--- src/rtl/ifetch_pkg.sv ---
package ifetch_pkg;
  localparam int OPC_W  = 3;
  localparam int MAX_LW = 4;

  localparam logic [OPC_W-1:0] OPC_MEMMOVE  = 3'b110;
  localparam logic [OPC_W-1:0] OPC_INDIRECT = 3'b101;
  localparam logic [OPC_W-1:0] OPC_TABLE    = 3'b111;

  typedef struct packed {
    logic capture;
    logic latchLen;
    logic accept;
  } dpStrobe_t;

  function automatic logic [2:0] classLen(input logic [OPC_W-1:0] op);
    case (op)
      OPC_MEMMOVE, OPC_INDIRECT: classLen = 3'd3;
      OPC_TABLE:                 classLen = 3'd4;
      default:                   classLen = 3'd2;
    endcase
  endfunction
endpackage

--- src/rtl/ifetch_dpath.sv ---
module ifetch_dpath
  import ifetch_pkg::*;
#(
  parameter int AW = 32,
  parameter int DW = 32,
  parameter logic [AW-1:0] RESET_IP = '0
) (
  input  logic                 clk,
  input  logic                 rstN,
  input  dpStrobe_t            strobe,
  input  logic [1:0]           slotIdx,
  input  logic [DW-1:0]        rdData,
  output logic [2:0]           decLen,
  output logic [2:0]           instLen,
  output logic [AW-1:0]        cmdAddr,
  output logic [MAX_LW*DW-1:0] outWords,
  output logic [2:0]           outLen
);
  localparam int OPC_LSB = DW - OPC_W;

  logic [AW-1:0] ipReg;
  logic [2:0]    lenReg;
  logic [DW-1:0] slot [MAX_LW];

  assign decLen  = classLen(rdData[DW-1:OPC_LSB]);
  assign instLen = lenReg;
  assign outLen  = lenReg;
  assign cmdAddr = ipReg + AW'({slotIdx, 2'b00});

  always_ff @(posedge clk) begin
    if (!rstN) begin
      ipReg  <= RESET_IP;
      lenReg <= 3'd2;
    end else begin
      if (strobe.latchLen) lenReg <= decLen;
      if (strobe.accept)   ipReg  <= ipReg + AW'({lenReg, 2'b00});
    end
  end

  for (genvar g = 0; g < MAX_LW; g++) begin : g_slot
    always_ff @(posedge clk) begin
      if (!rstN || strobe.accept) slot[g] <= '0;
      else if (strobe.capture && slotIdx == 2'(g)) slot[g] <= rdData;
    end
    assign outWords[g*DW +: DW] = slot[g];
  end
endmodule

--- src/rtl/ifetch_ctrl.sv ---
module ifetch_ctrl
  import ifetch_pkg::*;
(
  input  logic       clk,
  input  logic       rstN,
  input  logic       burstEn,
  input  logic       busGnt,
  input  logic       rdValid,
  input  logic       outReady,
  input  logic [2:0] decLen,
  input  logic [2:0] instLen,
  output logic       busReq,
  output logic       cmdValid,
  output logic       busBurst,
  output logic       outValid,
  output logic [1:0] slotIdx,
  output dpStrobe_t  strobe
);
  typedef enum logic [2:0] {S_GAP, S_REQ, S_CMD, S_DATA, S_HOLD} state_t;

  state_t     state;
  logic [2:0] lwIdx;
  logic [1:0] beatsLeft;
  logic [2:0] lenNow;
  logic [2:0] remain;

  always_comb begin
    lenNow          = (lwIdx == 3'd0) ? decLen : instLen;
    remain          = instLen - lwIdx;
    busBurst        = burstEn && ((lwIdx == 3'd0) || (remain >= 3'd2));
    busReq          = (state == S_REQ) || (state == S_CMD) || (state == S_DATA);
    cmdValid        = (state == S_CMD);
    outValid        = (state == S_HOLD);
    slotIdx         = lwIdx[1:0];
    strobe.capture  = (state == S_DATA) && rdValid;
    strobe.latchLen = strobe.capture && (lwIdx == 3'd0);
    strobe.accept   = outValid && outReady;
  end

  always_ff @(posedge clk) begin
    if (!rstN) begin
      state     <= S_GAP;
      lwIdx     <= 3'd0;
      beatsLeft <= 2'd0;
    end else begin
      case (state)
        S_GAP: state <= S_REQ;
        S_REQ: if (busGnt) state <= S_CMD;
        S_CMD: begin
          beatsLeft <= busBurst ? 2'd2 : 2'd1;
          state     <= S_DATA;
        end
        S_DATA: if (rdValid) begin
          lwIdx     <= lwIdx + 3'd1;
          beatsLeft <= beatsLeft - 2'd1;
          if (beatsLeft == 2'd1)
            state <= (lwIdx + 3'd1 == lenNow) ? S_HOLD : S_GAP;
        end
        S_HOLD: if (outReady) begin
          lwIdx <= 3'd0;
          state <= S_REQ;
        end
        default: state <= S_GAP;
      endcase
    end
  end
endmodule

--- src/rtl/ifetch_burst_seq.sv ---
module ifetch_burst_seq
  import ifetch_pkg::*;
#(
  parameter int AW = 32,
  parameter int DW = 32,
  parameter logic [AW-1:0] RESET_IP = 32'h0000_1000
) (
  input  logic                 clk,
  input  logic                 rstN,
  input  logic                 burstEn,
  output logic                 busReq,
  input  logic                 busGnt,
  output logic                 cmdValid,
  output logic [AW-1:0]        cmdAddr,
  output logic                 busBurst,
  input  logic                 rdValid,
  input  logic [DW-1:0]        rdData,
  output logic                 outValid,
  input  logic                 outReady,
  output logic [MAX_LW*DW-1:0] outWords,
  output logic [2:0]           outLen
);
  dpStrobe_t  strobe;
  logic [1:0] slotIdx;
  logic [2:0] decLen;
  logic [2:0] instLen;

  ifetch_ctrl u_ctrl (
    .clk(clk), .rstN(rstN), .burstEn(burstEn), .busGnt(busGnt),
    .rdValid(rdValid), .outReady(outReady), .decLen(decLen), .instLen(instLen),
    .busReq(busReq), .cmdValid(cmdValid), .busBurst(busBurst),
    .outValid(outValid), .slotIdx(slotIdx), .strobe(strobe)
  );

  ifetch_dpath #(.AW(AW), .DW(DW), .RESET_IP(RESET_IP)) u_dpath (
    .clk(clk), .rstN(rstN), .strobe(strobe), .slotIdx(slotIdx), .rdData(rdData),
    .decLen(decLen), .instLen(instLen), .cmdAddr(cmdAddr),
    .outWords(outWords), .outLen(outLen)
  );
endmodule

--- config.mk ---
export PLATFORM = sky130hd
export DESIGN_NAME = ifetch_burst_seq
export DESIGN_NICKNAME = d
export VERILOG_FILES = /design/src/rtl/ifetch_pkg.sv /design/src/rtl/ifetch_dpath.sv /design/src/rtl/ifetch_ctrl.sv /design/src/rtl/ifetch_burst_seq.sv
export SDC_FILE = /design/constraint.sdc
export NUM_CORES = 1
export LEC_CHECK = 0
export ABC_AREA = 1
export BUFFER_PORTS_ARGS = -buffer_cell sky130_fd_sc_hd__buf_2
export CORE_UTILIZATION = 30
export CTS_BUF_LIST = sky130_fd_sc_hd__clkbuf_16
export DETAILED_ROUTE_END_ITERATION = 8
export GPL_TIMING_DRIVEN = 1
export PLACE_DENSITY = 0.6
export SETUP_SLACK_MARGIN = 0.1
export SLEW_MARGIN = 15
export SYNTH_ARGS = -nofsm -noshare
export SYNTH_HDL_FRONTEND = slang
export SYNTH_SLANG_ARGS = --single-unit
--- constraint.sdc ---
create_clock -name clk -period 4.7 [get_ports clk]
set_input_delay 0.235 -clock clk [delete_from_list [all_inputs] [get_ports clk]]
set_output_delay 0.235 -clock clk [all_outputs]
set_load 0.05 [all_outputs]
==> results of run 1 <==
-- where the power goes --
| group | switching (mW) | leakage (nW) | internal (mW) | total, mW |
|---|---|---|---|---|
| registers | 0.0373 | 1.65 | 1.68 | 1.71 |
| logic | 0.432 | 2.39 | 0.110 | 0.542 |
| clock network | 0.699 | 0.293 | 0.721 | 1.42 |
| total | 1.17 | 4.34 | 2.51 | 3.68 |
-- sequential cells by signal, summed over array words and instances, names as in the netlist --
register	count
u_dpath.ipReg	30
u_ctrl.lwIdx	3
u_ctrl.state	3
u_dpath.slot	128
u_dpath.instLen	3
u_ctrl.beatsLeft	2
-- worst reg2reg max path: stages (launching register included) --
cell	delay [ns]
dfxtp_1	0.41
ha_1	0.21
inv_1	0.07
fa_1	0.41
o21ai_1	0.23
nand2_1	0.14
nor2_4	0.24
nand2_2	0.14
nor2_1	0.18
nand2_1	0.07
nand2_1	0.06
nor2_1	0.04
-- stage by stage --
stage	hold slack [ns]	instance area, um2	instances	util [%]
2_1_floorplan	0.395	7720	789	-
3_3_place_gp	0.483	9030	1306	35.9
3_5_place_dp	0.482	9030	1306	35.9
4_1_cts	0.131	9620	1338	38.2
5_1_grt	0.146	9620	1338	38.2
6_report	0.142	9620	1339	38.2
-- worst min-delay path by stage --
stage / from / to / slack [ns] / cells past startpoint
finish: burstEn / u_ctrl.beatsLeft[1] / 0.14 / 3
global route: rdData[4] / u_dpath.slot[0][4] / 0.15 / 3
CTS: burstEn / u_ctrl.beatsLeft[1] / 0.13 / 3
detailed placement: u_dpath.ipReg[2] / u_dpath.ipReg[2] / 0.48 / 2
global placement: u_dpath.ipReg[2] / u_dpath.ipReg[2] / 0.48 / 2
floorplan: rstN / u_dpath.ipReg[12] / 0.39 / 3
-- cells in the final DEF, fill, tap and decap left out, types with 2 or more instances in the layout --
cell,synthesis,final
a21oi_1,27,27
a31oi_1,2,2
buf_2,1,202
buf_4,2,4
clkbuf_16,0,17
clkinv_2,1,2
clkinv_4,0,2
clkinv_8,0,2
conb_1,1,2
dfxtp_1,41,41
edfxtp_1,128,128
fa_1,3,3
ha_1,11,11
inv_1,108,108
inv_2,2,2
inv_6,0,3
inv_8,0,6
nand2_1,118,118
nand2_2,4,4
nand2_4,2,2
nand3_1,28,28
nand3_4,5,5
nand3b_1,3,3
nand4_1,8,8
nor2_1,192,192
nor2_2,3,3
nor2_4,7,7
nor3_1,17,17
nor3_2,3,3
o21ai_0,19,17
o21ai_1,3,3
o21ai_4,0,2
o21bai_1,2,2
xnor2_1,5,5
xor2_1,23,23
-- per-layer routing --
metal / global-route usage (%) / part of all wire [%]
met4: 4.72 / 1.3
met5: 0 / 0
met1: 19.8 / 44
met3: 3.44 / 6.9
met2: 26.6 / 48
-- layout make-up --
class,instances,area share [%]
Clock inverter,15,1.72
Sequential cell,169,48.5
Antenna cell,1,0.0260
Clock buffer,17,4.42
Multi-Input combinational cell,490,25.9
Inverter,111,4.34
Tap cell,330,4.29
Timing Repair Buffer,206,10.8
-- cell families after synthesis --
family          share of synthesized area [%]
compound gates                           3.63
xor+xnor                                 3.18
fa+ha+maj                                2.56
buf+inv                                  7.62
flops                                    60.4
other cells                            0.0486
simple gates                             22.5
==> summary.md, run 1 <==
| Metric | Value |
|---|---|
| Die ar. | 0.0264 mm2 |
| Worst skew pair latency | 0.42 ns |
| Total global-route track usage | 15.7% |
| Synth Register Bits | 169 |
| Post-synthesis sequential area ratio | 60.4% |
| Sink Count | 169 |
| Final setup margin | about 1.5 ns |
| Area leader, netlist | edfxtp_1 |
| Worst reg2reg endpoint | u_dpath.ipReg[20] |
| Routed Antenna Nets | 0 |
| Detailed placer's ending HPWL | 14.2 mm |
| Worst path arrival time | 2.93 ns |
| Multi-input gate area | 0.00249 mm2 |
| Filler cells | roughly 2.6k |
| Final routed DRC violation total | 0 |
| CTS Hold Buffers Added | 0 |
| RSZ-0062 raised after global routing | false |
| Share of flip-flops with an asynchronous set or reset | 0% |
| Max Root-Sink Buffers | 2 |
| Post-synthesis area per instance | 9.80 um2 |
| Post-synth top flop | edfxtp_1 |
| Crit path to | cmdAddr[30] |
| Worst-Margin Slew | 0.802 ns |
| Largest net degree at the start of global routing | 33 |
| Largest cells by area after synthesis | edfxtp_1 50%, dfxtp_1 11%, nor2_1 9.3%, nand2_1 5.7%, inv_1 5.3% |
| Post-synth EDFFs | 128 |
| Via count | approximately 5.9k |
| Crit path cell chain | ha_1 -> inv_1 -> fa_1 -> nor3_2 -> nand2_1 -> nor2_2 -> nand3_1 -> xor2_1 -> buf_2 |
| Wire length per cell | 15.1 um |
| Total Power | around 3.7 mW |
| Share of layout cells above drive strength 1 | 26.6% |
| Fin. max-slew vios | 0 |
| Setup-failing EPs final | 0 |
| Crit-path max FO | 8 |
| Vias per inst | roughly 4.4 |
| Run status | finished, final reports clean |
| Crit-path leading delay family | simple AND/OR/NAND/NOR gates |
| MaxCap Viol Count | 0 |
| CP max-delay cell | dfxtp_1 |
| Initial antenna violation count | 1 |
| Worst setup path start | u_ctrl.lwIdx[0] |
| Buffers & Inverters on Critical Path | 2 |
| # port buffers | 202 |
| First-pass GRT wire length | 31.5 mm |
| Post-cts sizing count | 0 |
| Clock period minus worst slack | 3.17 ns |
| Post-CTS Setup Inserts | 0 |
| Most frequent cell after synthesis | nor2_1 |
| Commonest cells post-synth | 192 x nor2_1, 128 x edfxtp_1, 118 x nand2_1 |
| Number of synthesis warnings | 0 |
| Crit path largest cell delay | between 0.4 and 0.5 ns |
| FMAX | between 300 and 400 MHz |
| Die Ht | 162 um |
| Worst R2R Path Depth | 11 |
| Worst-path clk slew | 0.08 ns |
| Syn Std Cell Area | 0.00772 mm2 |
| Power per cell area | 382 mW/mm2 |
| RR Startpoint | u_dpath.instLen[0] |
| Final WL | 20.3 mm |
| Number of buffers created by CTS | 17 |
| Area Growth Syn to Fin | 24.7% |
| Maximum VDD drop | roughly 240 uV |
| Die width | 162 um |
| Worst setup path class | flip-flop to output pin |
| Starting Density | 30.7% |
| Num rows | just under 60 |
| Worst reg2reg setup slack | 2.41 ns |
| CP startpoint kind | flip-flop |
| Required time worst endpoint | 4.47 ns |
| Hold WC Path Type | input port to flip-flop |
| Vias in the first global route | 5729 |
| Total grt overflow | 0 |
| H-tree levels | 4 |
| CP Depth | 9 |
| Relative slew slack | between 40 and 50% |
| FF/Latch Area | around 0.0047 mm2 |
| Tcrit/Tclk final | 67.4% |
| Nets | 1047 |
| Core Footprint | 0.0252 mm2 |
| Top cell type's share of synthesized area | approximately half |
| Crit end category | output pin |
| Clk_skew | 0.00991 ns |
| CTS tree | built |
| Yosys cell types | 34 |
| Leakage power | 4.34 nW |
| Num ports | 205 |
| Hold Violations, Final | 0 |
| Mapped Cells | 788 |
| DR pass1 iterations | 7 |
| Total negative slack | 0 ns |
| DRT iter0 DRCs | 446 |
| Dpl ws | between 1.5 and 2 ns |
| GP Congestion | 0.861 |
| Clk root buf | clkbuf_16 |
Power figures use the tool's default switching activity.
==> inputs of run 2 (changes only) <==
ABC_AREA = 0   (was 1)
PLACE_DENSITY = 0.62   (was 0.6)
clock period = 2.7 ns   (was 4.7 ns; I/O delays follow)
==> summary.md, run 2 <==
| Metric | Value |
|---|---|
| Run status | finished, final reports clean (unchanged) |
| Final setup margin | 0.244 ns (was 1.53 ns) |
| Clk pwr share | 42.2% (was 38.6%) |
| Non-Filler Instances | 1186 (was 1339) |
| Total negative slack | 0 ns (unchanged) |
| Syn Std Cell Area | 0.00759 mm2 (was 0.00772 mm2) |
| Nets | 901 (was 1047) |
| Combinational Power Share | 9.1% (was 14.7%) |
| Area Growth Syn to Fin | 28.5% (was 24.7%) |
| CTS tree | built (unchanged) |
| Number of buffers created by CTS | 17 (unchanged) |
| Vias per inst | 4.68 (was 4.43) |
| Clk root buf | clkbuf_16 (unchanged) |
| Worst setup path class | flip-flop to output pin (unchanged) |
| Largest cells by area after synthesis | edfxtp_1 51%, dfxtp_1 11%, and2_1 11%, xor2_1 2.5%, a21oi_1 2.0% (was edfxtp_1 50%, dfxtp_1 11%, nor2_1 9.3%, nand2_1 5.7%, inv_1 5.3%) |
| Die Ht | 161 um (was 162 um) |
| Worst reg2reg endpoint | u_dpath.ipReg[16] (was u_dpath.ipReg[20]) |
| Maximum VDD drop | 289 uV (was 240 uV) |
| Detailed placer's ending HPWL | 12.8 mm (was 14.2 mm) |
| Hold Slack | 0.0190 ns (was 0.142 ns) |
| Largest regs | u_dpath.slot: 128 flops, u_dpath.ipReg: 30 flops (unchanged) |
| DR pass1 iterations | 5 (was 7) |
| RSZ-0062 raised after global routing | false (unchanged) |
| Register share of total power | 48.7% (was 46.6%) |
| H-tree levels | 4 (unchanged) |
| FMAX | between 400 and 500 MHz |
| Clock period minus worst slack | ~2.5 ns |
| Num rows | 57 (was 58) |
| Via count | 5547 (was 5931) |
| Routed Antenna Nets | 0 (unchanged) |
| Share of layout cells above drive strength 1 | 32.9% (was 26.6%) |
| GP Congestion | 0.791 (was 0.861) |
| Leakage power | 4.10 nW (was 4.34 nW) |
| Wire length per cell | 16.7 um (was 15.1 um) |
| Post-layout util | 39.7% (was 38.2%) |
| Placed cell areas | 0.00907 mm2 (was 0.00903 mm2) |
| Share of flip-flops with an asynchronous set or reset | 0% (unchanged) |
| # port buffers | 202 (unchanged) |
| Hold Violations, Final | 0 (unchanged) |
| Most frequent cell after synthesis | and2_1 (was nor2_1) |
| Multi-input gate area | 0.00277 mm2 (was 0.00249 mm2) |
| Die ar. | 0.0260 mm2 (was 0.0264 mm2) |
| RR Startpoint | u_dpath.instLen[1] (was u_dpath.instLen[0]) |
| Final WL | 19.8 mm (was 20.3 mm) |
| Synth Register Bits | 169 (unchanged) |
| Cell-internal power | 4.23 mW (was 2.51 mW) |
| Worst skew pair latency | 0.43 ns (was 0.42 ns) |
| Net Sw Frac | 28.7% (was 31.8%) |
| Clk_skew | 0.0107 ns (was 0.00991 ns) |
| Post-synth top flop | edfxtp_1 (unchanged) |
| Hold wc startpoint | rdData[25] (was burstEn) |
| Sink Count | 169 (unchanged) |
| Most frequent cells in the layout | 196 x buf_2, 130 x and2_1, 128 x edfxtp_1 (was 202 x buf_2, 192 x nor2_1, 128 x edfxtp_1) |
| Initial antenna violation count | 0 (was 1) |
| Vias in the first global route | 5148 (was 5729) |
| Largest net degree at the start of global routing | 35 (was 33) |
| Crit-path max FO | 8 (unchanged) |
| Core Footprint | 0.0246 mm2 (was 0.0252 mm2) |
| Die width | 161 um (was 162 um) |
| Mapped Cells | 641 (was 788) |
| Max Root-Sink Buffers | 2 (unchanged) |
| MaxCap Viol Count | 0 (unchanged) |
| Cell total after placement | 1148 (was 1306) |
| Yosys cell types | 53 (was 34) |
| Worst R2R Path Depth | 6 (was 11) |
| Hold WC Path Type | input port to flip-flop (unchanged) |
| Total global-route track usage | 15.2% (was 15.7%) |
| N_diodes | 0 (was 1) |
| Required time worst endpoint | 2.57 ns (was 4.47 ns) |
| Total grt overflow | 0 (unchanged) |
| Number of synthesis warnings | 0 (unchanged) |
| Fin. max-slew vios | 0 (unchanged) |
| Commonest cells post-synth | 130 x and2_1, 128 x edfxtp_1, 41 x dfxtp_1 (was 192 x nor2_1, 128 x edfxtp_1, 118 x nand2_1) |
| DRT iter0 DRCs | 453 (was 446) |
| Design area | 0.00976 mm2 (was 0.00962 mm2) |
| Area leader, netlist | edfxtp_1 (unchanged) |
| Switching power | 1.70 mW (was 1.17 mW) |
| First-pass GRT wire length | 30.1 mm (was 31.5 mm) |
| Worst reg2reg setup slack | 0.42 ns (was 2.41 ns) |
| Total Power | 5.93 mW (was 3.68 mW) |
| Worst Hold Path EP | u_dpath.slot[3][25] (was u_ctrl.beatsLeft[1]) |
| FF/Latch Area | 0.00467 mm2 (was 0.00466 mm2) |
| Post-synthesis sequential area ratio | 61.4% (was 60.4%) |
| Starting Density | 30.9% (was 30.7%) |
| CP startpoint kind | flip-flop (unchanged) |
| Largest register FFs | 128 (unchanged) |
| Worst path arrival time | 2.32 ns (was 2.93 ns) |
| Num ports | 205 (unchanged) |
| Post-synthesis area per instance | 11.8 um2 (was 9.80 um2) |
| Final routed DRC violation total | 0 (unchanged) |
| Top cell type's share of synthesized area | 50.6% (was 49.8%) |
| Filler cells | 2390 (was 2564) |
| Post-synth EDFFs | 128 (unchanged) |
| Setup-failing EPs final | 0 (unchanged) |
| Power per cell area | 607 mW/mm2 (was 382 mW/mm2) |
| Dpl ws | 0.291 ns (was 1.98 ns) |
| Commonest non-fill, non-tap cell in the layout | buf_2 (unchanged) |
| Worst-path clk slew | 0.08 ns (about the same) |
| Reg with most FFs | u_dpath.slot (unchanged) |
| Tcrit/Tclk final | 91.0% |
| Hold path cells | 2 (was 3) |
| Crit end category | output pin (unchanged) |
-- run 2: changes by cell type after synthesis, sizes merged, moves of 8 or more --
cell	delta
or4	+11
and2	+129
inv	-94
xnor2	+12
o31ai	+11
clkbuf	+24
nor2	-170
nand2	-91
nor3	-12
nand3	-20
and3	+8
buf	-8
or3	+8
-- run 2: timing repair --
action / CTS / global route
gates resized for setup: 7 / 13
setup endpoints to repair: 14 / 19
buffers inserted: 0 / 4
pin swaps: 0 / 3
hold buffers: 2 / 0
endpoints found under the hold margin: 3 / 0
-- run 2: worst max-delay path by stage --
stage                       startpoint                  end  slack [ns]
finish                 u_ctrl.lwIdx[1]          cmdAddr[28]        0.24
detailed placement     u_ctrl.lwIdx[1]          cmdAddr[18]        0.29
CTS                   u_dpath.ipReg[2]          cmdAddr[18]        0.06
floorplan           u_dpath.instLen[0]  u_ctrl.beatsLeft[1]        0.06
global route          u_dpath.ipReg[9]          cmdAddr[27]        0.09
global placement       u_ctrl.lwIdx[1]          cmdAddr[18]        0.34
-- run 2: power by group through the flow --
| stage | Clock (mW) | Combinational (mW) | Sequential (mW) |
|---|---|---|---|
| 2_1_floorplan | 0 | 0.103 | 3.21 |
| 3_3_place_gp | 0 | 0.543 | 2.94 |
| 3_5_place_dp | 0 | 0.544 | 2.95 |
| 4_1_cts | 2.55 | 0.547 | 2.89 |
| 5_1_grt | 2.64 | 0.570 | 2.89 |
| 6_report | 2.50 | 0.541 | 2.88 |
-- run 2: layout make-up --
type	count	share of cell area, %
clock buffer	17	4.36
tap	324	4.15
inverter	17	0.654
clock inverter	15	1.69
sequential	169	47.8
timing repair buffer	225	12.9
multi-input combinational	419	28.4
-- run 2: cells by family after synthesis --
kind of cell | after synthesis | share of synthesized area, %
simple gates | 280 | 21.3
mux | 5 | 0.676
other cells | 1 | 0.0494
xor+xnor | 39 | 4.50
buf+inv | 54 | 3.10
flops | 169 | 61.4
compound gates | 79 | 6.34
fa+ha+maj | 14 | 2.60
-- run 2: per-layer routing --
metal | vias to the layer above | global-route usage, % | part of all wire (%)
met4 | 0 | 3.73 | 0.60
li1 | 2685 | - | -
met3 | 11 | 2.80 | 6.4
met1 | 2631 | 21.1 | 47
met2 | 220 | 24.4 | 46
met5 | - | 0 | 0
-- run 2: worst max-delay path, cell delays in order, from the launching register on --
cell and delay (ns):
dfxtp_2 0.41, inv_1 0.12, fa_2 0.44, nor2b_4 0.19, buf_4 0.18, nand4_1 0.11, xnor2_1 0.17, buf_2 0.29
==> inputs of run 3 (changes only) <==
RECOVER_POWER = 25   (was unset)
==> summary.md, run 3 (synthesis gave the netlist of run 2 again) <==
| Metric | Value |
|---|---|
| Nets | 901 (unchanged) |
| Initial antenna violation count | 0 (unchanged) |
| Clk root buf | clkbuf_16 (unchanged) |
| Clk_skew | 0.0112 ns (was 0.0107 ns) |
| Power per cell area | 614 mW/mm2 (was 607 mW/mm2) |
| Leakage power | 3.73 nW (was 4.10 nW) |
| Largest regs | u_dpath.slot: 128 flops, u_dpath.ipReg: 30 flops (unchanged) |
| Sink Count | 169 (unchanged) |
| Worst skew pair latency | 0.42 ns (was 0.43 ns) |
| Reg with most FFs | u_dpath.slot (unchanged) |
| First-pass GRT wire length | 30.1 mm (unchanged) |
| Worst setup path class | flip-flop to output pin (unchanged) |
| Required time worst endpoint | 2.57 ns (about the same) |
| Hold Violations, Final | 0 (unchanged) |
| Core Footprint | 0.0246 mm2 (unchanged) |
| Tcrit/Tclk final | 90.9% (was 91.0%) |
| MaxCap Viol Count | 0 (unchanged) |
| Hold WC Path Type | input port to flip-flop (unchanged) |
| Die width | 161 um (unchanged) |
| Filler cells | 2461 (was 2390) |
| Final WL | 20.0 mm (was 19.8 mm) |
| Num rows | 57 (unchanged) |
| Detailed placer's ending HPWL | 12.8 mm (unchanged) |
| Num ports | 205 (unchanged) |
| Worst path arrival time | 2.32 ns (about the same) |
| Die Ht | 161 um (unchanged) |
| Clock period minus worst slack | 2.45 ns (was 2.46 ns) |
| Area Growth Syn to Fin | 26.6% (was 28.5%) |
| Final routed DRC violation total | 0 (unchanged) |
| Commonest non-fill, non-tap cell in the layout | and2_1 (was buf_2) |
| RSZ-0062 raised after global routing | false (unchanged) |
| Largest register FFs | 128 (unchanged) |
| N_diodes | 0 (unchanged) |
| Die ar. | 0.0260 mm2 (unchanged) |
| Starting Density | 30.9% (unchanged) |
| FMAX | 407 MHz (about the same) |
| Max Root-Sink Buffers | 2 (unchanged) |
| Vias in the first global route | 5148 (unchanged) |
| Crit-path max FO | 8 (unchanged) |
| Fin. max-slew vios | 0 (unchanged) |
| DR pass1 iterations | 5 (unchanged) |
| Run status | finished, final reports clean (unchanged) |
| # port buffers | 202 (unchanged) |
| DRT iter0 DRCs | 434 (was 453) |
| Total grt overflow | 0 (unchanged) |
| Share of layout cells above drive strength 1 | 19.8% (was 32.9%) |
| CTS tree | built (unchanged) |
| H-tree levels | 4 (unchanged) |
| Routed Antenna Nets | 0 (unchanged) |
| Vias per inst | 4.71 (was 4.68) |
| Setup-failing EPs final | 0 (unchanged) |
| Relative slew slack | 54.2% |
| Number of buffers created by CTS | 17 (unchanged) |
| Most frequent cells in the layout | 130 x and2_1, 128 x edfxtp_1, 113 x clkbuf_1 (was 196 x buf_2, 130 x and2_1, 128 x edfxtp_1) |
| Worst-Margin Slew | 0.690 ns |
| Largest net degree at the start of global routing | 35 (unchanged) |
| Total global-route track usage | 15.2% (unchanged) |
| Via count | 5582 (was 5547) |
| Maximum VDD drop | 287 uV (was 289 uV) |
| Total negative slack | 0 ns (unchanged) |
| Worst-path clk slew | 0.08 ns (about the same) |
| Hold Slack | 0.0206 ns (was 0.0190 ns) |
| Wire length per cell | 16.9 um (was 16.7 um) |
| GP Congestion | 0.791 (unchanged) |
| CP startpoint kind | flip-flop (unchanged) |
| Crit end category | output pin (unchanged) |
## run 3: final timing paths
kind | from | end | slack [ns] | cells after the start
worst max register to register | u_dpath.instLen[1] | u_dpath.ipReg[16] | 0.42 | 6
worst max-delay path | u_ctrl.lwIdx[1] | cmdAddr[28] | 0.25 | 7
worst min-delay path | rdData[25] | u_dpath.slot[3][25] | 0.02 | 2
worst min register to register | u_dpath.ipReg[2] | u_dpath.ipReg[2] | 0.48 | 2
## run 3: repair_timing
| action | in CTS | in global routing |
|---|---|---|
| endpoints found under the hold margin | 3 | 0 |
| buffers inserted | 0 | 4 |
| hold buffers | 2 | 0 |
| gates resized for setup | 7 | 13 |
| setup endpoints to repair | 14 | 19 |
| pin swaps | 0 | 3 |
## run 3: through the flow
step | instances | util [%] | worst slack [ns] | instance area (um2) | power, mW
6_report | 1186 | 39.1 | 0.245 | 9620 | 5.90
5_1_grt | 1186 | 39.1 | 0.0878 | 9620 | 6.09
4_1_cts | 1182 | 39.4 | 0.0618 | 9700 | 5.99
3_5_place_dp | 1148 | 36.9 | 0.291 | 9070 | 3.49
3_3_place_gp | 1148 | 36.9 | 0.341 | 9070 | 3.49
2_1_floorplan | 642 | - | 0.0591 | 7630 | 3.31
## run 3: metal layers
metal  share of wire (%)  up-vias  global-route usage, %
met1                  46     2631                   21.1
met3                 7.4       11                   2.80
met4                0.56        0                   3.73
met2                  46      257                   24.4
li1                    -     2683                      -
met5                   0        -                      0
## run 3: final cells by class
| cell class | count | area, um2 | share of cell area, % |
|---|---|---|---|
| Timing Repair Buffer | 225 | 1120 | 11.6 |
| Inverter | 17 | 63.8 | 0.664 |
| Tap cell | 324 | 405 | 4.22 |
| Clock buffer | 17 | 425 | 4.42 |
| Multi-Input combinational cell | 419 | 2770 | 28.8 |
| Sequential cell | 169 | 4670 | 48.5 |
| Clock inverter | 15 | 165 | 1.72 |
## run 3: worst max-delay path, stage by stage, from the launching register on
cell	delay, ns
dfxtp_2	0.41
inv_1	0.12
fa_2	0.44
nor2b_4	0.19
buf_4	0.18
nand4_1	0.11
xnor2_1	0.17
buf_2	0.29
## run 3: power breakdown
part	total (mW)	leakage [nW]	switching, mW	internal [mW]
sequential	2.89	1.66	0.0286	2.86
clock	2.49	0.293	1.24	1.26
combinational	0.523	1.78	0.431	0.0923
total	5.90	3.73	1.69	4.21
